## config.mk

```make
export PLATFORM = sky130hd
export DESIGN_NAME = qspi_sclk_gen
export DESIGN_NICKNAME = d
export VERILOG_FILES = /design/src/rtl/qspi_sclk_gen.sv
export SDC_FILE = /design/constraint.sdc
export NUM_CORES = 1
export LEC_CHECK = 0
export CORE_MARGIN = 4
export CORE_UTILIZATION = 39
export DETAILED_ROUTE_END_ITERATION = 16
export SKIP_LAST_GASP = 1
export SLEW_MARGIN = 20
export SYNTH_ARGS = -nofsm -noshare
export SYNTH_HDL_FRONTEND = slang
export SYNTH_SLANG_ARGS = --single-unit
export TNS_END_PERCENT = 100
```

## constraint.sdc

```tcl
create_clock -name clk -period 3.7 [get_ports clk]
set_clock_uncertainty 0.2 [all_clocks]
set_input_delay 0.925 -clock clk [delete_from_list [all_inputs] [get_ports clk]]
set_output_delay 0.925 -clock clk [all_outputs]
set_load 0.02 [all_outputs]
```

## src/rtl/qspi_sclk_gen.sv

```systemverilog
module qspi_sclk_gen #(
  parameter int ADDR_W = 8,
  parameter int DATA_W = 32,
  parameter logic [ADDR_W-1:0] CFG_OFFSET = 8'h20,
  parameter int BITS_W = 16
) (
  input  logic              clk,
  input  logic              rst_n,
  input  logic              reg_wr,
  input  logic [ADDR_W-1:0] reg_addr,
  input  logic [DATA_W-1:0] reg_wdata,
  output logic [DATA_W-1:0] reg_rdata,
  input  logic              wp_en,
  input  logic              xfer_start,
  input  logic [BITS_W-1:0] xfer_bits,
  output logic              busy,
  output logic              cs_n,
  output logic              sclk,
  output logic              launch,
  output logic              capture
);
  localparam int FW = 8;
  localparam int DIV_LSB = 8;
  localparam int DLY_LSB = 16;

  typedef enum logic [1:0] {S_IDLE, S_DELAY, S_RUN} state_t;

  state_t          state;
  logic            cpol_q, cpha_q, s_cpol, s_cpha;
  logic [FW-1:0]   div_q, dly_q, s_h1, s_h2, cnt;
  logic [BITS_W-1:0] bits_left;
  logic            lead_half, sclk_q, cs_n_q, launch_q, capture_q;

  logic            cfg_hit, wr_ok, begin_x;
  logic [FW-1:0]   div_eff, h1, h2, delay;
  logic [FW:0]     per_len, h2_w;

  assign cfg_hit   = reg_addr == CFG_OFFSET;
  assign wr_ok     = reg_wr && cfg_hit && !wp_en;
  assign reg_rdata = cfg_hit ? {{(DATA_W-24){1'b0}}, dly_q, div_q, 6'b0, cpha_q, cpol_q} : '0;

  assign div_eff = (div_q == '0) ? FW'(1) : div_q;
  assign per_len = {1'b0, div_eff} + 1'b1;
  assign h1      = per_len[FW:1];
  assign h2_w    = per_len - {1'b0, h1};
  assign h2      = h2_w[FW-1:0];
  assign delay   = (dly_q != '0) ? dly_q : h1;

  assign busy    = state != S_IDLE;
  assign begin_x = xfer_start && !busy && (xfer_bits != '0);
  assign sclk    = sclk_q;
  assign cs_n    = cs_n_q;
  assign launch  = launch_q;
  assign capture = capture_q;

  always_ff @(posedge clk or negedge rst_n) begin
    if (!rst_n) begin
      state     <= S_IDLE;
      cpol_q    <= 1'b0;
      cpha_q    <= 1'b0;
      div_q     <= '0;
      dly_q     <= '0;
      s_cpol    <= 1'b0;
      s_cpha    <= 1'b0;
      s_h1      <= '0;
      s_h2      <= '0;
      cnt       <= '0;
      bits_left <= '0;
      lead_half <= 1'b0;
      sclk_q    <= 1'b0;
      cs_n_q    <= 1'b1;
      launch_q  <= 1'b0;
      capture_q <= 1'b0;
    end else begin
      if (wr_ok) begin
        cpol_q <= reg_wdata[0];
        cpha_q <= reg_wdata[1];
        div_q  <= reg_wdata[DIV_LSB +: FW];
        dly_q  <= reg_wdata[DLY_LSB +: FW];
      end
      launch_q  <= 1'b0;
      capture_q <= 1'b0;
      case (state)
        S_IDLE: begin
          sclk_q <= cpol_q;
          cs_n_q <= 1'b1;
          if (begin_x) begin
            state     <= S_DELAY;
            cs_n_q    <= 1'b0;
            cnt       <= delay - 1'b1;
            bits_left <= xfer_bits;
            s_cpol    <= cpol_q;
            s_cpha    <= cpha_q;
            s_h1      <= h1;
            s_h2      <= h2;
            launch_q  <= !cpha_q;
          end
        end
        S_DELAY: begin
          if (cnt == '0) begin
            state     <= S_RUN;
            sclk_q    <= ~sclk_q;
            lead_half <= 1'b1;
            cnt       <= s_h1 - 1'b1;
            launch_q  <= s_cpha;
            capture_q <= !s_cpha;
          end else begin
            cnt <= cnt - 1'b1;
          end
        end
        S_RUN: begin
          if (cnt != '0) begin
            cnt <= cnt - 1'b1;
          end else if (lead_half) begin
            sclk_q    <= ~sclk_q;
            lead_half <= 1'b0;
            cnt       <= s_h2 - 1'b1;
            bits_left <= bits_left - 1'b1;
            capture_q <= s_cpha;
            launch_q  <= !s_cpha && (bits_left != BITS_W'(1));
            if (bits_left == BITS_W'(1)) begin
              state  <= S_IDLE;
              cs_n_q <= 1'b1;
            end
          end else begin
            sclk_q    <= ~sclk_q;
            lead_half <= 1'b1;
            cnt       <= s_h1 - 1'b1;
            launch_q  <= s_cpha;
            capture_q <= !s_cpha;
          end
        end
        default: state <= S_IDLE;
      endcase
    end
  end

  a_r2_wp_hold: assert property (@(posedge clk) disable iff (!rst_n)
    (reg_wr && wp_en) |=> $stable({cpol_q, cpha_q, div_q, dly_q}));

  a_r7_one_strobe: assert property (@(posedge clk) disable iff (!rst_n)
    !(launch && capture));

  a_r7_quiet_idle: assert property (@(posedge clk) disable iff (!rst_n)
    (!busy && $past(!busy)) |-> (!launch && !capture));

  a_r7_capture_on_edge: assert property (@(posedge clk) disable iff (!rst_n)
    capture |-> (sclk != $past(sclk)));

  a_r3_idle_after: assert property (@(posedge clk) disable iff (!rst_n)
    $fell(busy) |-> (sclk == s_cpol));

  a_r6_cs_follows: assert property (@(posedge clk) disable iff (!rst_n)
    $rose(busy) |-> $fell(cs_n));
endmodule

```

# Yosys cells after proc, flatten, opt, wreduce, memory -nomap -nowiden
# Cells that the tools add are included.
# op_classes
addsub	7
n_eq_ne	10
muxes	39
bitwise	1
reduce_logical	26
# ops
operator	count
$mux W16	3
$mux W8	6
$pmux W16 S2	1
$sub A8 B1 Y8 const B	4
$mux W24	1
$pmux W8 S3	1
$eq A16 B1 Y1 const B	1
$logic_not A8 Y1	2
$mux W1	16
$ne A16 B1 Y1 const B	1
$reduce_bool A16 Y1	1
$reduce_bool A8 Y1	2
$sub A16 B1 Y16 const B	1
$mux W2	5
$ne A2 B2 Y1 const B	5
$add A8 B1 Y9 const B	1
$eq A8 B6 Y1 const B	1
$reduce_and A4 Y1	2
$sub A8 B8 Y8	1
$pmux W1 S2	3
$pmux W1 S3	2
$pmux W2 S3	1
$reduce_and A3 Y1	2
$reduce_bool A2 Y1	3
other kinds (9)	17
# word_totals
reg_bits	66
in_bits	61
output_inout_bits	37
wordCells	98

# Longest topological paths before layout
# depth
word_depth	7
mapped_depth	12
mapped_depth_nobuf	11

# Worst setup path after synthesis
# OpenSTA, ideal clock, no wires.
# synth_timing
path_type	input-to-output
startpoint	input reg_addr[1]
endpoint	output reg_rdata[13]
t_arrival_ps	2026
required_ps	2575
path_slack_ps	549
cell_stages	5
path_buffers	2
path_cell_list	nor4_1 and4b_1 clkbuf_1 clkbuf_1 and2_1
# synth_between
elab_chain_len	2
# synth_rtl
item	line	text
from (decl)	10	input logic [ADDR_W-1:0] reg_addr,
$eq A8 B6 Y1	38	assign cfg_hit = reg_addr == CFG_OFFSET;
$mux W24	40	assign reg_rdata = cfg_hit ? {{(DATA_W-24){1'b0}}, dly_q, div_q, 6'b0, cpha_q, cpol_q} : '0;
to (decl)	12	output logic [DATA_W-1:0] reg_rdata,
# Every way passes these cells.

# Worst setup path after layout
# layout_timing
startpoint	input reg_addr[1]
endpoint	output reg_rdata[8]
# The elaborated chain is that of the path after synthesis.

==> results_dict.tcl <==
set metrics [dict create \
    status "finished clean" \
    layout_commonest_cell "dfrtp_1" \
    synth-simple-area-share_pct 22.1 \
    hold_depth 2 \
    worst_setup_path_end_kind "output pin" \
    startpoint_type "input pin" \
    period_share_pct 96.6 \
    detail-route-antenna-nets 0 \
    holdPathEnd "s_h1[7]$_DFFE_PN0P_" \
    htreeDepth 3 \
    post-dp-hpwl_mm 8.99 \
    arrival_ns 2.45 \
    reg2reg_to "s_h2[7]$_DFFE_PN0P_" \
    drc 0 \
    rrSetupSlack_ns 0.54 \
    synth_cell_type_count 70 \
    syn_area_sq_um 4760 \
    max_freq_mhz 280 \
    critical_path_peak_fanout 10 \
    place_ws_ns -0.164 \
    synth-edff-count 0 \
    syn_to_final_growth_pct 20.5 \
    hold_viol_final 0 \
    cts_buffer_depth 2 \
    routed_wl_mm 12.1 \
    gp_congestion 0.846 \
    synth_seq_area_share_pct 34.7 \
    r2r_cells 11 \
    synth_warnings 0 \
    synthArstFlopShare_pct 100 \
    fin_crit_ns 3.57 \
    start_util_pct 39.8 \
    power.density_nw_per_um2 621 \
    min_from "s_h1[7]$_DFFE_PN0P_" \
    num_vias 4207 \
    die-area_sq_um 14000 \
    drt-initial-drc-count 203 \
    synthCells 541 \
    die-width_um 119 \
    ys.flop_type "dfrtp_1" \
    cts_sinks 66 \
    nNetsFinal 678 \
    viasPerCell 5.59 \
    antenna_cells 0 \
    yosys.area_share.adder_pct 4.47 \
    clk_latency_ns 0.34 \
    path_clk_slew_ns 0.05 \
    synthTopCellsByArea "dfrtp_1, mux2_2, ha_1" \
    rows 40 \
    grt_pass1_vias 4135 \
    first_pass_iters 5 \
    r2r_start "div_q[3]$_DFFE_PN0P_" \
    critPathRequiredTime_ns 2.57 \
    portBuffers 69 \
    final_max_slew_viol_count 0 \
    synth.area.mux_share_pct 5.57 \
    most-common-layout-cells "dfrtp_1, clkdlybuf4s50_1, nand2_1" \
    cap_violations 0 \
    synth_top_area_share_pct 34.1 \
    layout-drive-gt1-share_pct 10.6 \
    pin_count 98 \
    coreArea_sq_um 12000 \
    setup_viol 0 \
    fin_ws_ns 0.127 \
    grt.total_usage_pct 17.7 \
    cts_inserted_buffers 9 \
    ir_worst_vdd_uv 208 \
    post_cts_buffers 0 \
    tightest_slew_ns 0.753 \
    syn_avg_cell_area_sq_um 8.80 \
    yosys.area_share.xor_xnor_pct 4.05 \
    antenna_found_initial 0 \
    worstHoldPathType "reg2reg" \
    yosys.area.top_type "dfrtp_1" \
    postLayoutCoreUtil_pct 48.0 \
    die_height_um 119 \
    cts_tree "built" \
    p_leak_nw 2.52 \
    synth_compound_area_share_pct 20.3 \
    overflow 0 \
    grt_pass1_wl_mm 20.2 \
    cts_root_buf "clkbuf_16" \
    routedWlPerCell_um 16.1 \
    rsz0062_at_grt "false" \
    slew_headroom_pct 49.8 \
    path_class "in2out" \
    yosys_register_bits 66 \
    grt_start_max_net_pins 37 \
    synth_top_family_by_area "simple AND/OR/NAND/NOR gates" \
]
==> registers in the layout, summed over array words and instances (netlist names), 2 cells and up <==
| name | flops |
|---|---|
| bits_left | 16 |
| cnt | 8 |
| div_q | 8 |
| dly_q | 8 |
| s_h1 | 8 |
| s_h2 | 8 |
| state | 2 |
==> metrics by stage <==
step | hold WS (ns) | TNS (ns) | total power, W | instance area, sq um | cells
2_1_floorplan | 0.261 | 0 | 0.00230 | 4810 | 554
3_3_place_gp | 0.289 | -2.21 | 0.00266 | 5460 | 736
3_5_place_dp | 0.304 | -2.63 | 0.00270 | 5460 | 736
4_1_cts | 0.317 | 0 | 0.00358 | 5740 | 752
5_1_grt | 0.353 | 0 | 0.00383 | 5740 | 752
6_report | 0.317 | 0 | 0.00356 | 5740 | 752
==> critical path, stage by stage <==
cell and delay, ns:
clkdlybuf4s50_1 0.40, nor4_1 0.26, and4b_1 0.25, buf_4 0.15, and2_1 0.13, dlygate4sd2_1 0.34
==> metal layers <==
metal	track usage [%]	part of all wire, %	vias up
met4	8.62	2.7	0
met2	28.5	47	111
met3	2.63	4.1	24
met5	0	0	-
li1	-	-	2068
met1	23.1	46	2004
==> power by group <==
group	switching [W]	internal, W	total [W]
combinational	0.000864	0.000649	0.00151
sequential	0.000259	0.000931	0.00119
clock	0.000317	0.000544	0.000861
==> cell type report <==
cell class | count | area, sq um
Fill cell | 1165 | 6220
Multi-Input combinational cell | 418 | 2740
Sequential cell | 66 | 1650
Timing Repair Buffer | 81 | 766
Clock buffer | 15 | 298
Tap cell | 147 | 184
Inverter | 24 | 90.1
Clock inverter | 1 | 5.00
==> cells by family (layout without fill, tap and decap cells) <==
group / count (synthesis) / in the layout
flip-flops: 66 / 66
adder cells (fa/ha/maj): 17 / 17
other: 1 / 14
AND/OR/NAND/NOR: 195 / 195
XOR/XNOR: 22 / 22
AO/OA/AOI/OAI: 146 / 146
multiplexers: 24 / 24
buffers and inverters: 70 / 121
==> synth_stat cells (11+ instances only) <==
cell	count
ha_1	17
and2_1	19
xor2_1	11
nand3_1	21
nand2_1	48
mux2_2	20
a21oi_1	36
o21ai_0	38
clkbuf_1	17
o22ai_1	14
inv_1	24
dfrtp_1	65
nor2_1	29
nor3_1	18
xnor2_1	11
buf_4	14
nor4_1	17
==> how the worst max path moves through the flow <==
stage | from | endpoint
CTS | reg_addr[1] | reg_rdata[8]
global placement | reg_addr[1] | reg_rdata[18]
global route | reg_addr[1] | reg_rdata[8]
detailed placement | reg_addr[1] | reg_rdata[1]
finish | reg_addr[1] | reg_rdata[8]
floorplan | reg_addr[1] | reg_rdata[13]
==> timing repair <==
action / in CTS / in global routing
resized for setup: 18 / 0
endpoints found under the setup margin: 18 / 0
hold buffers: 0 / 0
(Power assumes the default switching activity.)
